--- config.mk ---
export PLATFORM = sky130hd
export DESIGN_NAME = txq_manager
export DESIGN_NICKNAME = d
export VERILOG_FILES = /design/src/rtl/txq_pkg.sv /design/src/rtl/txq_ring_ptr.sv /design/src/rtl/txq_pend_ctr.sv /design/src/rtl/txq_status_pack.sv /design/src/rtl/txq_manager.sv
export SDC_FILE = /design/constraint.sdc
export NUM_CORES = 1
export LEC_CHECK = 0
export BUFFER_PORTS_ARGS = -buffer_cell sky130_fd_sc_hd__buf_2
export CORE_MARGIN = 5
export CORE_UTILIZATION = 48
export DETAILED_ROUTE_END_ITERATION = 7
export PLACE_DENSITY_LB_ADDON = 0.25
export SYNTH_ARGS = -nofsm -noshare
export SYNTH_HDL_FRONTEND = slang
export SYNTH_SLANG_ARGS = --single-unit
export TNS_END_PERCENT = 1
--- constraint.sdc ---
create_clock -name clk -period 5.07 [get_ports clk]
set_input_delay 0.2535 -clock clk [delete_from_list [all_inputs] [get_ports clk]]
set_output_delay 0.2535 -clock clk [all_outputs]
set_load 0.02 [all_outputs]
--- src/rtl/txq_pkg.sv ---
package txq_pkg;
  localparam int WORD_W  = 32;
  localparam int LEN_W   = 12;
  localparam int BIDX_W  = 15;
  localparam int NCOLL_W = 5;

  // control word fields
  localparam int CW_LAST  = 31;
  localparam int CW_IDX_L = 16;
  localparam int CW_ABORT = 15;

  // status word fields
  localparam int SW_DONE   = 31;
  localparam int SW_OK     = 30;
  localparam int SW_ABORT  = 29;
  localparam int SW_CRS    = 28;
  localparam int SW_LATE   = 26;
  localparam int SW_UNDER  = 25;
  localparam int SW_EXCESS = 24;
  localparam int SW_NCOL_L = 16;

  typedef struct packed {
    logic               ok;
    logic               carrier_lost;
    logic               late_coll;
    logic               underrun;
    logic               excess_coll;
    logic [NCOLL_W-1:0] coll_cnt;
  } send_result_t;

  typedef enum logic [2:0] {
    ST_IDLE, ST_READ, ST_DECODE, ST_SEND, ST_WAIT
  } txq_state_t;
endpackage

--- src/rtl/txq_ring_ptr.sv ---
module txq_ring_ptr #(
  parameter int DEPTH = 8,
  localparam int AW = $clog2(DEPTH)
) (
  input  logic          clk,
  input  logic          rst,
  input  logic          adv,
  output logic [AW-1:0] ptr
);
  localparam logic [AW-1:0] LAST = AW'(DEPTH - 1);

  generate
    if ((DEPTH & (DEPTH - 1)) == 0) begin : g_pow2
      always_ff @(posedge clk) begin
        if (rst)      ptr <= '0;
        else if (adv) ptr <= ptr + 1'b1;
      end
    end else begin : g_cmp
      always_ff @(posedge clk) begin
        if (rst)      ptr <= '0;
        else if (adv) ptr <= (ptr == LAST) ? '0 : ptr + 1'b1;
      end
    end
  endgenerate

  assert_wrap_R3: assert property (@(posedge clk) disable iff (rst)
    (adv && ptr == LAST) |=> (ptr == '0));
  assert_step_R7: assert property (@(posedge clk) disable iff (rst)
    (adv && ptr != LAST) |=> (ptr == $past(ptr) + 1'b1));
  assert_hold_R7: assert property (@(posedge clk) disable iff (rst)
    !adv |=> $stable(ptr));
endmodule

--- src/rtl/txq_pend_ctr.sv ---
module txq_pend_ctr #(
  parameter int DEPTH = 8,
  parameter int ENQ_W = 8,
  localparam int CW = $clog2(DEPTH) + 1
) (
  input  logic             clk,
  input  logic             rst,
  input  logic             add_en,
  input  logic [ENQ_W-1:0] add_cnt,
  input  logic             sub,
  output logic [CW-1:0]    count
);
  localparam int SUM_W = CW + ENQ_W + 1;

  logic [SUM_W-1:0] grown;
  logic [CW-1:0]    count_nxt;

  always_comb begin
    grown = SUM_W'(count) + (add_en ? SUM_W'(add_cnt) : '0) - (sub ? SUM_W'(1) : '0);
    count_nxt = (grown > SUM_W'(DEPTH)) ? CW'(DEPTH) : grown[CW-1:0];
  end

  always_ff @(posedge clk) begin
    if (rst) count <= '0;
    else     count <= count_nxt;
  end

  assert_pend_bound_R2: assert property (@(posedge clk) disable iff (rst)
    count <= CW'(DEPTH));
  assert_no_underflow_R7: assert property (@(posedge clk) disable iff (rst)
    sub |-> (count != '0));
endmodule

--- src/rtl/txq_status_pack.sv ---
module txq_status_pack
  import txq_pkg::*;
(
  input  logic              aborted,
  input  logic [BIDX_W-1:0] bidx,
  input  send_result_t      res,
  output logic [WORD_W-1:0] word
);
  always_comb begin
    word = '0;
    word[SW_DONE]  = 1'b1;
    word[SW_ABORT] = aborted;
    word[BIDX_W-1:0] = bidx;
    if (!aborted) begin
      word[SW_OK]     = res.ok;
      word[SW_CRS]    = res.carrier_lost;
      word[SW_LATE]   = res.late_coll;
      word[SW_UNDER]  = res.underrun;
      word[SW_EXCESS] = res.excess_coll;
      word[SW_NCOL_L +: NCOLL_W] = res.coll_cnt;
    end
  end
endmodule

--- src/rtl/txq_manager.sv ---
module txq_manager
  import txq_pkg::*;
#(
  parameter int DEPTH = 8,
  parameter int ENQ_W = 8,
  localparam int AW = $clog2(DEPTH),
  localparam int CW = $clog2(DEPTH) + 1
) (
  input  logic             clk,
  input  logic             rst,
  input  logic             dma_en,
  input  logic             enq_valid,
  input  logic [ENQ_W-1:0] enq_count,
  output logic             desc_rd_en,
  output logic [AW-1:0]    desc_rd_addr,
  input  logic [31:0]      desc_word0,
  input  logic [31:0]      desc_word1,
  input  logic             snd_ready,
  output logic             snd_start,
  output logic [31:0]      snd_addr,
  output logic [11:0]      snd_len,
  output logic             snd_last,
  input  logic             snd_done,
  input  logic             snd_ok,
  input  logic             snd_carrier_lost,
  input  logic             snd_late_coll,
  input  logic             snd_underrun,
  input  logic             snd_excess_coll,
  input  logic [4:0]       snd_coll_cnt,
  output logic             sts_wr_en,
  output logic [AW-1:0]    sts_wr_addr,
  output logic [31:0]      sts_wr_data,
  input  logic             int_en,
  input  logic             int_clr,
  output logic [CW-1:0]    pending,
  output logic             int_raw,
  output logic             irq
);
  txq_state_t        state;
  logic [AW-1:0]     dptr, sptr;
  logic [BIDX_W-1:0] cur_idx, pack_idx;
  logic              desc_abort;
  logic              fetch_go, sts_go, dptr_adv;
  logic              flag_nxt;
  send_result_t      res;
  logic [WORD_W-1:0] packed_word;

  assign res = '{ok: snd_ok, carrier_lost: snd_carrier_lost, late_coll: snd_late_coll,
                 underrun: snd_underrun, excess_coll: snd_excess_coll, coll_cnt: snd_coll_cnt};

  assign desc_abort = desc_word1[CW_ABORT];
  assign fetch_go   = (state == ST_IDLE) && dma_en && (pending != '0);
  assign dptr_adv   = (state == ST_DECODE);
  assign sts_go     = ((state == ST_DECODE) && desc_abort) || ((state == ST_WAIT) && snd_done);
  assign pack_idx   = (state == ST_DECODE) ? desc_word1[CW_IDX_L +: BIDX_W] : cur_idx;
  assign desc_rd_addr = dptr;

  txq_ring_ptr #(.DEPTH(DEPTH)) u_dptr (.clk(clk), .rst(rst), .adv(dptr_adv), .ptr(dptr));
  txq_ring_ptr #(.DEPTH(DEPTH)) u_sptr (.clk(clk), .rst(rst), .adv(sts_go), .ptr(sptr));

  txq_pend_ctr #(.DEPTH(DEPTH), .ENQ_W(ENQ_W)) u_pend (
    .clk(clk), .rst(rst), .add_en(enq_valid), .add_cnt(enq_count),
    .sub(sts_go), .count(pending));

  txq_status_pack u_pack (
    .aborted(state == ST_DECODE), .bidx(pack_idx), .res(res), .word(packed_word));

  always_ff @(posedge clk) begin
    if (rst) begin
      state       <= ST_IDLE;
      desc_rd_en  <= 1'b0;
      snd_start   <= 1'b0;
      snd_addr    <= '0;
      snd_len     <= '0;
      snd_last    <= 1'b0;
      cur_idx     <= '0;
      sts_wr_en   <= 1'b0;
      sts_wr_addr <= '0;
      sts_wr_data <= '0;
    end else begin
      desc_rd_en <= 1'b0;
      snd_start  <= 1'b0;
      sts_wr_en  <= 1'b0;
      if (sts_go) begin
        sts_wr_en   <= 1'b1;
        sts_wr_addr <= sptr;
        sts_wr_data <= packed_word;
      end
      case (state)
        ST_IDLE: if (fetch_go) begin
          desc_rd_en <= 1'b1;
          state      <= ST_READ;
        end
        ST_READ: state <= ST_DECODE;
        ST_DECODE: begin
          cur_idx  <= desc_word1[CW_IDX_L +: BIDX_W];
          snd_addr <= desc_word0;
          snd_len  <= desc_word1[LEN_W-1:0];
          snd_last <= desc_word1[CW_LAST];
          state    <= desc_abort ? ST_IDLE : ST_SEND;
        end
        ST_SEND: if (snd_ready) begin
          snd_start <= 1'b1;
          state     <= ST_WAIT;
        end
        ST_WAIT: if (snd_done) state <= ST_IDLE;
        default: state <= ST_IDLE;
      endcase
    end
  end

  assign flag_nxt = sts_go | (int_raw & ~int_clr);

  always_ff @(posedge clk) begin
    if (rst) begin
      int_raw <= 1'b0;
      irq     <= 1'b0;
    end else begin
      int_raw <= flag_nxt;
      irq     <= flag_nxt & int_en;
    end
  end

  assert_fetch_pending_R3: assert property (@(posedge clk) disable iff (rst)
    desc_rd_en |-> (pending != '0) && $past(dma_en));
  assert_start_ready_R10: assert property (@(posedge clk) disable iff (rst)
    snd_start |-> $past(snd_ready));
  assert_done_bit_R5: assert property (@(posedge clk) disable iff (rst)
    sts_wr_en |-> sts_wr_data[SW_DONE]);
  assert_abort_not_ok_R6: assert property (@(posedge clk) disable iff (rst)
    (sts_wr_en && sts_wr_data[SW_ABORT]) |-> !sts_wr_data[SW_OK]);
  assert_irq_enabled_R8: assert property (@(posedge clk) disable iff (rst)
    $rose(irq) |-> $past(int_en));
  assert_one_strobe_R7: assert property (@(posedge clk) disable iff (rst)
    $countones({desc_rd_en, snd_start, sts_wr_en}) <= 1);
endmodule

==> flow_metrics.env, run 1 <==
export IMPL_antenna_cells=0
export IMPL_ctsHoldBuffers=0
export IMPL_synthCells=507
export IMPL_max_freq_mhz=275
export IMPL_cts_sinks=108
export IMPL_maxSlewViolCount=0
export IMPL_grt_max_degree=106
export IMPL_syn_area_per_cell_sq_um=8.52
export IMPL_cts_buffers=9
export IMPL_cts_setup_buffers=0
export IMPL_crit_path_top_delay_cell="and3_1"
export IMPL_critPathMaxStageDelay_ns=0.55
export IMPL_ir_worst_vdd_v=0.000140
export IMPL_ys_types=42
export IMPL_viasPerCell=5.04
export IMPL_cts_tree="done"
export IMPL_finalHoldViolCount=0
export IMPL_core_sq_um=8760
export IMPL_cts_clk_slew_worst_paths_ns=0.09
export IMPL_hold_class="input port to flop"
export IMPL_cp_max_fo=12
export IMPL_grt_usage_pct=19.1
export IMPL_worst_slew_pin_slew_ns=1.03
export IMPL_crit_arrival_ns=3.89
export IMPL_async_reset_ff_share_pct=0
export IMPL_grt_setup_unrepaired="no"
export IMPL_status="finished clean"
export IMPL_maxCapViolations=0
export IMPL_slew_limit_headroom_pct=31.4
export IMPL_ios=182
export IMPL_synth_common_cells="113 x nand2_1, 108 x dfxtp_1, 57 x a21oi_1, 57 x nor2_1, 21 x inv_1"
export IMPL_critical_path_class="flop to flop"
export IMPL_end_kind="flop"
export IMPL_die_h_um=105
export IMPL_timing_final_crit_share_pct=71.8
export IMPL_ys_ff_latch=108
export IMPL_synth_area_leaders="dfxtp_1 50%, nand2_1 9.8%, a21oi_1 6.6%"
export IMPL_rows=34
export IMPL_cp_startpoint="state[2]"
export IMPL_start_util_pct=49.3
export IMPL_drcViolationCount=0
export IMPL_grt_pass1_vias=3822
export IMPL_finalClockSkew_ns=0.0133
export IMPL_leakage_nw=2.45
export IMPL_ys_seq_area_share_pct=50.1
export IMPL_ctsResizeCount=0
export IMPL_wl_um=10700
export IMPL_synth_top_area_share_pct=50.1
export IMPL_p_total_mw=1.59
export IMPL_die_w_um=105
export IMPL_power_density_nw_per_um2=297
export IMPL_worst_hold_slack_ns=0.100
export IMPL_yosysWarnings=0
export IMPL_rr_endpoint="u_pend.count[3]"
export IMPL_ys_flop_type="dfxtp_1"
export IMPL_area_growth_pct=24.2
export IMPL_setup_tns_ns=0
export IMPL_finalSetupViolCount=0
export IMPL_final_util_pct=61.2
export IMPL_worst_skew_pair_late_latency_ns=0.36
export IMPL_setup_worst_path_end="u_pend.count[3]"
export IMPL_worstSetupStartpointType="flop"
export IMPL_grt_pass1_wl_um=17600
export IMPL_drtIter0Drc=184
export IMPL_reg2regPathDepth=14
export IMPL_worstPathRequired_ns=5.32
export IMPL_fin_ws_ns=1.43
export IMPL_cts_buffer_depth=2
export IMPL_synth_edf_count=0
export IMPL_grt_ovfl_total=0
export IMPL_routed_via_count=3898
export IMPL_crit_top_cell="inv_1"
export IMPL_synth_most_common_cell="nand2_1"
export IMPL_wl_per_cell_um=13.8
export IMPL_cts_root_buf="clkbuf_8"
export IMPL_cts_htree_levels=3
export IMPL_numPortBuffers=173
export IMPL_place_congestion=0.879
export IMPL_dp_slack_ns=1.46
export IMPL_reg2reg_slack_ns=1.43
export IMPL_fin_crit_ns=3.64
export IMPL_crit_chain="and3_1 > a21oi_2 > inv_1 > ha_1 > inv_1 > ha_1 > inv_1 > fa_1 > nand2b_1 > a211o_1 > a22o_1 > a221oi_2 > nand4_2 > o31a_1"
export IMPL_fin_nets=766
export IMPL_synth_largest_area_cell="dfxtp_1"
export IMPL_dr_pass1_iters=4
export IMPL_synth_cell_area_sq_um=4320
export IMPL_r2r_start="state[2]"
export IMPL_drt_antenna_violating_nets=0
export IMPL_dp_final_hpwl_um=7830
export IMPL_die_area_sq_um=11000
export IMPL_drive_above_1_share_pct=29.8
export IMPL_antenna_found_initial=0
[sequential cells by signal (all words and copies together) (netlist names), 3 cells and up]
register	count
u_pend.count	4
snd_len	12
sts_wr_data	27
cur_idx	15
snd_addr	32
state	3
u_sptr.ptr	3
sts_wr_addr	3
u_dptr.ptr	3
[kinds of logic after synthesis]
family                   after synthesis  synth area share (%)
multiplexers                          17                  3.94
XOR/XNOR                               9                  1.82
AND/OR/NAND/NOR                      196                  18.4
flip-flops                           108                  50.1
AO/OA/AOI/OAI                        101                  14.7
adder cells (fa/ha/maj)               16                  4.81
other                                  1                0.0868
buffers and inverters                 59                  6.14
[worst max-delay path, delay by kind of cell (launching register included)]
kind | cells | cell delay (ns)
compound gates | 5 | 1.08
fa+ha+maj | 3 | 0.79
buf+inv | 3 | 0.21
flops | 1 | 0.52
simple gates | 3 | 0.93
[power breakdown]
| group | leakage [nW] | switching (mW) | internal [mW] |
|---|---|---|---|
| sequential | 0.874 | 0.0112 | 0.871 |
| clock | 0.0905 | 0.288 | 0.198 |
| combinational | 1.49 | 0.137 | 0.0892 |
[cell usage in the layout, fill, tap and decap left out, types with 8 or more instances in the layout]
cell / count
a211oi_1: 17
a21oi_1: 57
a22oi_1: 10
buf_2: 172
clkbuf_8: 10
dfxtp_1: 108
ha_1: 15
inv_1: 21
mux2i_1: 17
nand2_1: 113
nor2_1: 56
nor3_1: 8
[how the worst min path moves through the flow]
stage / start / endpoint / slack, ns / cells past startpoint
floorplan: int_en / irq / 0.38 / 1
global placement: snd_len[3] / snd_len[3] / 0.44 / 2
detailed placement: snd_addr[22] / snd_addr[22] / 0.44 / 2
CTS: int_en / irq / 0.08 / 2
global route: desc_word1[5] / snd_len[5] / 0.09 / 3
finish: int_en / irq / 0.10 / 2
[through the flow]
stage	cell area, sq um	std cells
floorplan	4330	511
global placement	5180	757
detailed placement	5180	757
CTS	5370	773
global route	5370	773
finish	5370	773
[layout make-up]
| cell class | count | area [sq um] |
|---|---|---|
| sequential | 108 | 2160 |
| multi-input combinational | 344 | 1910 |
| tap | 108 | 135 |
| fill | 825 | 3400 |
| clock buffer | 11 | 141 |
| clock inverter | 5 | 42.5 |
| timing repair buffer | 176 | 891 |
| inverter | 21 | 78.8 |
[routing by layer]
metal | vias to the layer above | global-route usage (%) | wire, um
li1 | 1978 | - | -
met1 | 1760 | 22.2 | 4440
met2 | 139 | 32.9 | 5250
met3 | 21 | 5.30 | 782
met4 | 0 | 7.85 | 216
met5 | - | 0 | 0
(Power assumes the default switching activity.)
==> run 2: changes to the inputs <==
--- a/config.mk
+++ b/config.mk
@@ -7,7 +7,7 @@
 export LEC_CHECK = 0
 export BUFFER_PORTS_ARGS = -buffer_cell sky130_fd_sc_hd__buf_2
 export CORE_MARGIN = 5
-export CORE_UTILIZATION = 48
+export CORE_UTILIZATION = 43
 export DETAILED_ROUTE_END_ITERATION = 7
 export PLACE_DENSITY_LB_ADDON = 0.25
 export SYNTH_ARGS = -nofsm -noshare
==> constraint.sdc (replaced) <==
create_clock -name clk -period 3.19 [get_ports clk]
set_input_delay 0.1595 -clock clk [delete_from_list [all_inputs] [get_ports clk]]
set_output_delay 0.1595 -clock clk [all_outputs]
set_load 0.02 [all_outputs]
==> flow_metrics.env, run 2 (synthesis results as in run 1) <==
export IMPL_status="finished clean"
export IMPL_worstPathRequired_ns=3.45
export IMPL_drcViolationCount=0
export IMPL_dr_pass1_iters=4
export IMPL_dp_slack_ns=0.0747
export IMPL_dp_final_hpwl_um=7640
export IMPL_layout_common_cells="172 x buf_2, 113 x nand2_1, 106 x dfxtp_1"
export IMPL_cts_buffers=9
export IMPL_cp_startpoint="state[1]"
export IMPL_worstSetupStartpointType="flop"
export IMPL_finalClockSkew_ns=0.0120
export IMPL_maxCapViolations=0
export IMPL_fill_cells=915
export IMPL_cts_sinks=108
export IMPL_wl_um=10600
export IMPL_slew_limit_headroom_pct=31.4
export IMPL_fin_nets=778
export IMPL_hold_path_depth=3
export IMPL_max_freq_mhz=330
export IMPL_crit_path_top_delay_cell="dfxtp_4"
export IMPL_cp_top_family="compound AO/OA/AOI/OAI gates"
export IMPL_crit_chain="nor2_4 > and3_4 > a21oi_4 > inv_2 > ha_4 > inv_2 > ha_4 > inv_2 > fa_2 > nand2b_4 > a211o_1 > a22o_1 > a221oi_2 > nand4_2 > o31a_1"
export IMPL_grt_setup_unrepaired="no"
export IMPL_cts_buffer_depth=2
export IMPL_grt_pass1_vias=3785
export IMPL_cp_max_fo=5
export IMPL_ios=182
export IMPL_cts_tree="done"
export IMPL_fin_cells=810
export IMPL_r2r_start="state[1]"
export IMPL_largest_registers="snd_addr: 32 flops, sts_wr_data: 27 flops, cur_idx: 15 flops"
export IMPL_regMostFlops="snd_addr"
export IMPL_path_buf_inv=3
export IMPL_die_w_um=110
export IMPL_critical_path_class="flop to flop"
export IMPL_grt_ovfl_total=0
export IMPL_power_density_nw_per_um2=484
export IMPL_drtIter0Drc=239
export IMPL_viasPerCell=4.78
export IMPL_critPathMaxStageDelay_ns=0.40
export IMPL_min_to="snd_addr[4]"
export IMPL_final_common_cell="buf_2"
export IMPL_fin_crit_ns=3.03
export IMPL_crit_top_cell="inv_2"
export IMPL_grt_usage_pct=17.4
export IMPL_reg2reg_slack_ns=0.16
export IMPL_start_util_pct=44.2
export IMPL_fin_ws_ns=0.160
export IMPL_antenna_cells=0
export IMPL_largest_reg_flops=32
export IMPL_place_congestion=0.933
export IMPL_numPortBuffers=173
export IMPL_ir_worst_vdd_v=0.000246
export IMPL_cts_clk_slew_worst_paths_ns=0.10
export IMPL_timing_final_crit_share_pct=95.0
export IMPL_crit_arrival_ns=3.29
export IMPL_holdCritStartpoint="desc_word0[4]"
export IMPL_worst_skew_pair_late_latency_ns=0.36
export IMPL_antenna_found_initial=0
export IMPL_rr_endpoint="u_pend.count[3]"
export IMPL_die_h_um=110
export IMPL_cts_root_buf="clkbuf_8"
export IMPL_worst_slew_pin_slew_ns=1.03
export IMPL_core_sq_um=9770
export IMPL_drt_antenna_violating_nets=0
export IMPL_end_kind="flop"
export IMPL_cts_htree_levels=3
export IMPL_hold_class="input port to flop"
export IMPL_finalHoldViolCount=0
export IMPL_drive_above_1_share_pct=31.5
export IMPL_maxSlewViolCount=0
export IMPL_cts_setup_buffers=0
export IMPL_dpl_cell_count=784
export IMPL_routed_via_count=3868
export IMPL_finalSetupViolCount=0
export IMPL_wl_per_cell_um=13.1
export IMPL_rows=36
export IMPL_leakage_nw=2.54
export IMPL_reg2regPathDepth=15
export IMPL_area_growth_pct=30.6
export IMPL_grt_max_degree=106
export IMPL_die_area_sq_um=12100
export IMPL_grt_pass1_wl_um=16900
## run 2: cell types whose count changed in the layout (fill, tap and decap cells not counted), sizes merged
cell	change
clkinvlp	-1
clkinv	-1
bufinv	+2
dlygate4sd3	+10
buf	+2
## run 2: routing by layer
layer  share of wire (%)  track usage (%)  up-vias
met5                   0                0        -
met4                 1.4             6.95        0
met3                 9.3             4.72       11
met2                  50             32.0      120
met1                  39             19.0     1732
li1                    -                -     2005
## run 2: how the worst max path moves through the flow
stage,cells after the start,to
global route,15,u_pend.count[3]
detailed placement,15,u_pend.count[3]
finish,15,u_pend.count[3]
global placement,15,u_pend.count[3]
floorplan,17,u_pend.count[3]
CTS,15,u_pend.count[3]
## run 2: stage by stage
stage | hold slack [ns] | setup TNS [ns] | utilization [%] | instance area [sq um] | total power [mW]
after floorplan | 0.281 | -0.0595 | - | 4410 | 1.68
after global placement | 0.360 | 0 | 54.0 | 5280 | 1.79
after detailed placement | 0.366 | 0 | 54.0 | 5280 | 1.80
after CTS | 0.00283 | 0 | 57.5 | 5620 | 2.77
after global routing | 0.00788 | 0 | 57.7 | 5640 | 2.88
final | 0.0294 | 0 | 57.7 | 5640 | 2.73
## run 2: area by class of cell
type                            count  area, sq um  area share, %
Sequential cell                   108         2170           38.5
Clock inverter                      5         91.3           1.62
Tap cell                          133          166           2.95
Timing Repair Buffer              188         1010           17.8
Multi-Input combinational cell    344         1980           35.0
Inverter                           21         78.8           1.40
Clock buffer                       11          151           2.68
## run 2: worst register-to-register path: stages (launching register included)
cell and delay, ns:
dfxtp_4 0.40, nor2_4 0.05, and3_4 0.17, a21oi_4 0.12
inv_2 0.06, ha_4 0.21, inv_2 0.06, ha_4 0.12
inv_2 0.03, fa_2 0.36, nand2b_4 0.16, a211o_1 0.29
a22o_1 0.19, a221oi_2 0.27, nand4_2 0.17, o31a_1 0.27
## run 2: power breakdown
group / internal [mW] / switching (mW)
logic: 0.154 / 0.219
clock network: 0.498 / 0.458
registers: 1.38 / 0.0182
## run 2: repair_timing
| item | in CTS | in global routing |
|---|---|---|
| resized for setup | 0 | 4 |
| hold endpoints to repair | 10 | 0 |
| hold buffers | 10 | 0 |
| setup endpoints to repair | 0 | 2 |
==> run 3: changes to the inputs <==
--- a/config.mk
+++ b/config.mk
@@ -5,6 +5,7 @@
 export SDC_FILE = /design/constraint.sdc
 export NUM_CORES = 1
 export LEC_CHECK = 0
+export ABC_AREA = 1
 export BUFFER_PORTS_ARGS = -buffer_cell sky130_fd_sc_hd__buf_2
 export CORE_MARGIN = 5
 export CORE_UTILIZATION = 43
==> flow_metrics.env, run 3 <==
export IMPL_status="finished clean"
export IMPL_largest_registers="snd_addr: 32 flops, sts_wr_data: 27 flops, cur_idx: 15 flops"
export IMPL_end_kind="flop"
export IMPL_routed_via_count=4191
export IMPL_drcViolationCount=0
export IMPL_maxSlewViolCount=0
export IMPL_drive_above_1_share_pct=27.8
export IMPL_timing_final_crit_share_pct=84.4
export IMPL_grt_util_met1_pct=21.1
export IMPL_drt_antenna_violating_nets=0
export IMPL_fin_cells=879
export IMPL_cts_sinks=108
export IMPL_register_area_sq_um=2160
export IMPL_synthCells=579
export IMPL_fin_crit_ns=2.69
export IMPL_critPathMaxStageDelay_ns=0.39
export IMPL_final_util_pct=54.5
export IMPL_final_common_cell="buf_2"
export IMPL_crit_arrival_ns=2.99
export IMPL_finalHoldViolCount=0
export IMPL_cp_max_fo=6
export IMPL_viasPerCell=4.77
export IMPL_synth_area_leaders="dfxtp_1 48%, nor2_1 11%, o21ai_0 6.9%"
export IMPL_max_freq_mhz=371
export IMPL_dp_slack_ns=0.521
export IMPL_multiInputGateArea_sq_um=1940
export IMPL_fill_cells=1025
export IMPL_core_sq_um=10200
export IMPL_path_buf_inv=3
export IMPL_place_congestion=0.834
export IMPL_grt_pass1_vias=4131
export IMPL_cts_tree="done"
export IMPL_fin_nets=843
export IMPL_ys_flop_type="dfxtp_1"
export IMPL_worst_skew_pair_late_latency_ns=0.37
export IMPL_grt_pass1_wl_um=18700
export IMPL_numPortBuffers=173
export IMPL_layout_common_cells="173 x buf_2, 137 x nor2_1, 108 x dfxtp_1"
export IMPL_critical_path_class="flop to flop"
export IMPL_synth_edf_count=0
export IMPL_wl_per_cell_um=13.1
export IMPL_leakage_nw=2.91
export IMPL_cts_clk_slew_worst_paths_ns=0.11
export IMPL_antenna_found_initial=0
export IMPL_cts_htree_levels=3
export IMPL_yosysWarnings=0
export IMPL_grt_usage_pct=17.6
export IMPL_wl_um=11500
export IMPL_ys_types=33
export IMPL_synth_cell_area_sq_um=4480
export IMPL_async_reset_ff_share_pct=0
export IMPL_die_area_sq_um=12600
export IMPL_grt_max_degree=65
export IMPL_dpl_cell_count=861
export IMPL_synth_common_cells="137 x nor2_1, 108 x dfxtp_1, 76 x nand2_1, 62 x o21ai_0, 45 x inv_1"
export IMPL_busiest_layer="met2"
export IMPL_ys_seq_area_share_pct=48.2
export IMPL_cts_buffers=9
export IMPL_cts_setup_buffers=0
export IMPL_syn_area_per_cell_sq_um=7.74
export IMPL_crit_chain="nor2_1 > nand3_1 > nand2_4 > ha_1 > inv_1 > ha_1 > inv_1 > fa_1 > inv_1 > nand2_1 > nand2_1 > nand3_1 > nand3_1 > nand2_1 > nor2_1 > nand4_1 > nor2_1"
export IMPL_crit_path_top_delay_cell="dfxtp_1"
export IMPL_area_growth_pct=24.2
export IMPL_worstPathRequired_ns=3.48
export IMPL_dp_final_hpwl_um=8340
export IMPL_placed_area_sq_um=5360
export IMPL_synth_largest_area_cell="dfxtp_1"
export IMPL_synth_most_common_cell="nor2_1"
export IMPL_worstSetupStartpointType="flop"
export IMPL_power_density_nw_per_um2=563
export IMPL_regMostFlops="snd_addr"
export IMPL_die_h_um=112
export IMPL_design_area_sq_um=5570
export IMPL_finalClockSkew_ns=0.0209
export IMPL_worst_slew_pin_slew_ns=1.01
export IMPL_slew_limit_headroom_pct=32.6
export IMPL_use_met3_pct=7.01
export IMPL_grt_ovfl_total=0
export IMPL_ys_ff_latch=108
export IMPL_cts_buffer_depth=2
export IMPL_drtIter0Drc=216
export IMPL_dr_pass1_iters=5
export IMPL_grt_setup_unrepaired="no"
export IMPL_ios=182
export IMPL_cts_root_buf="clkbuf_8"
export IMPL_synth_top_area_share_pct=48.2
export IMPL_start_util_pct=43.8
export IMPL_finalSetupViolCount=0
export IMPL_ir_worst_vdd_v=0.000342
export IMPL_cp_top_family="simple AND/OR/NAND/NOR gates"
export IMPL_largest_reg_flops=32
export IMPL_die_w_um=112
export IMPL_grtUsageMet2_pct=29.5
export IMPL_fin_ws_ns=0.497
export IMPL_maxCapViolations=0
export IMPL_setup_tns_ns=0
export IMPL_ctsResizeCount=0
export IMPL_rows=37
export IMPL_hold_class="input port to flop"
-- run 3: cells by family (layout without fill, tap and decap cells) --
| kind of cell | Yosys count | after routing | synth area share [%] |
|---|---|---|---|
| AOI/OAI and AO/OA | 107 | 107 | 12.2 |
| adders and majority gates | 16 | 16 | 4.63 |
| buffers and inverters | 84 | 243 | 8.93 |
| DFF | 108 | 108 | 48.2 |
| muxes | 15 | 15 | 3.35 |
| other | 1 | 6 | 0.0836 |
| and+or+nand+nor | 248 | 248 | 22.6 |
-- run 3: repair_timing --
item                                    CTS  global route
endpoints found under the setup margin    0             0
hold buffers                              1             0
hold endpoints to repair                  1             0
-- run 3: stage by stage --
stage / power [mW] / hold WS [ns]
after floorplan: 2.10 / 0.294
after global placement: 2.30 / 0.381
after detailed placement: 2.33 / 0.389
after CTS: 3.17 / 0.000384
after global routing: 3.32 / 0.00278
final: 3.14 / 0.0142
-- run 3: area by class of cell --
type | instances | share of cell area [%]
Antenna cell | 1 | 0.0449
Clock buffer | 9 | 2.22
Clock inverter | 7 | 1.44
Inverter | 49 | 3.30
Multi-Input combinational cell | 391 | 34.9
Sequential cell | 108 | 38.8
Tap cell | 136 | 3.05
Timing Repair Buffer | 178 | 16.3
-- run 3: final timing paths --
| check | from | endpoint | slack [ns] | cells past startpoint |
|---|---|---|---|---|
| setup / recovery | state[0] | u_pend.count[1] | 0.50 | 17 |
| setup reg to reg | state[0] | u_pend.count[1] | 0.50 | 17 |
| hold reg to reg | sts_wr_data[28] | sts_wr_data[28] | 0.47 | 2 |
| hold / removal | desc_word0[24] | snd_addr[24] | 0.01 | 3 |
-- run 3: worst min-delay path, stage by stage --
cell and delay (ns):
buf_2 0.08, nor2_1 0.03, nor2_1 0.08
-- run 3: where the power goes --
group / switching, mW / internal (mW)
Sequential: 0.0634 / 1.48
Combinational: 0.495 / 0.259
Clock: 0.526 / 0.312
-- run 3: layer usage --
layer  routed length (um)  vias up
met5                    0        -
met2                 5370      134
li1                     -     2153
met4                  173        0
met3                 1040       13
met1                 4900     1891
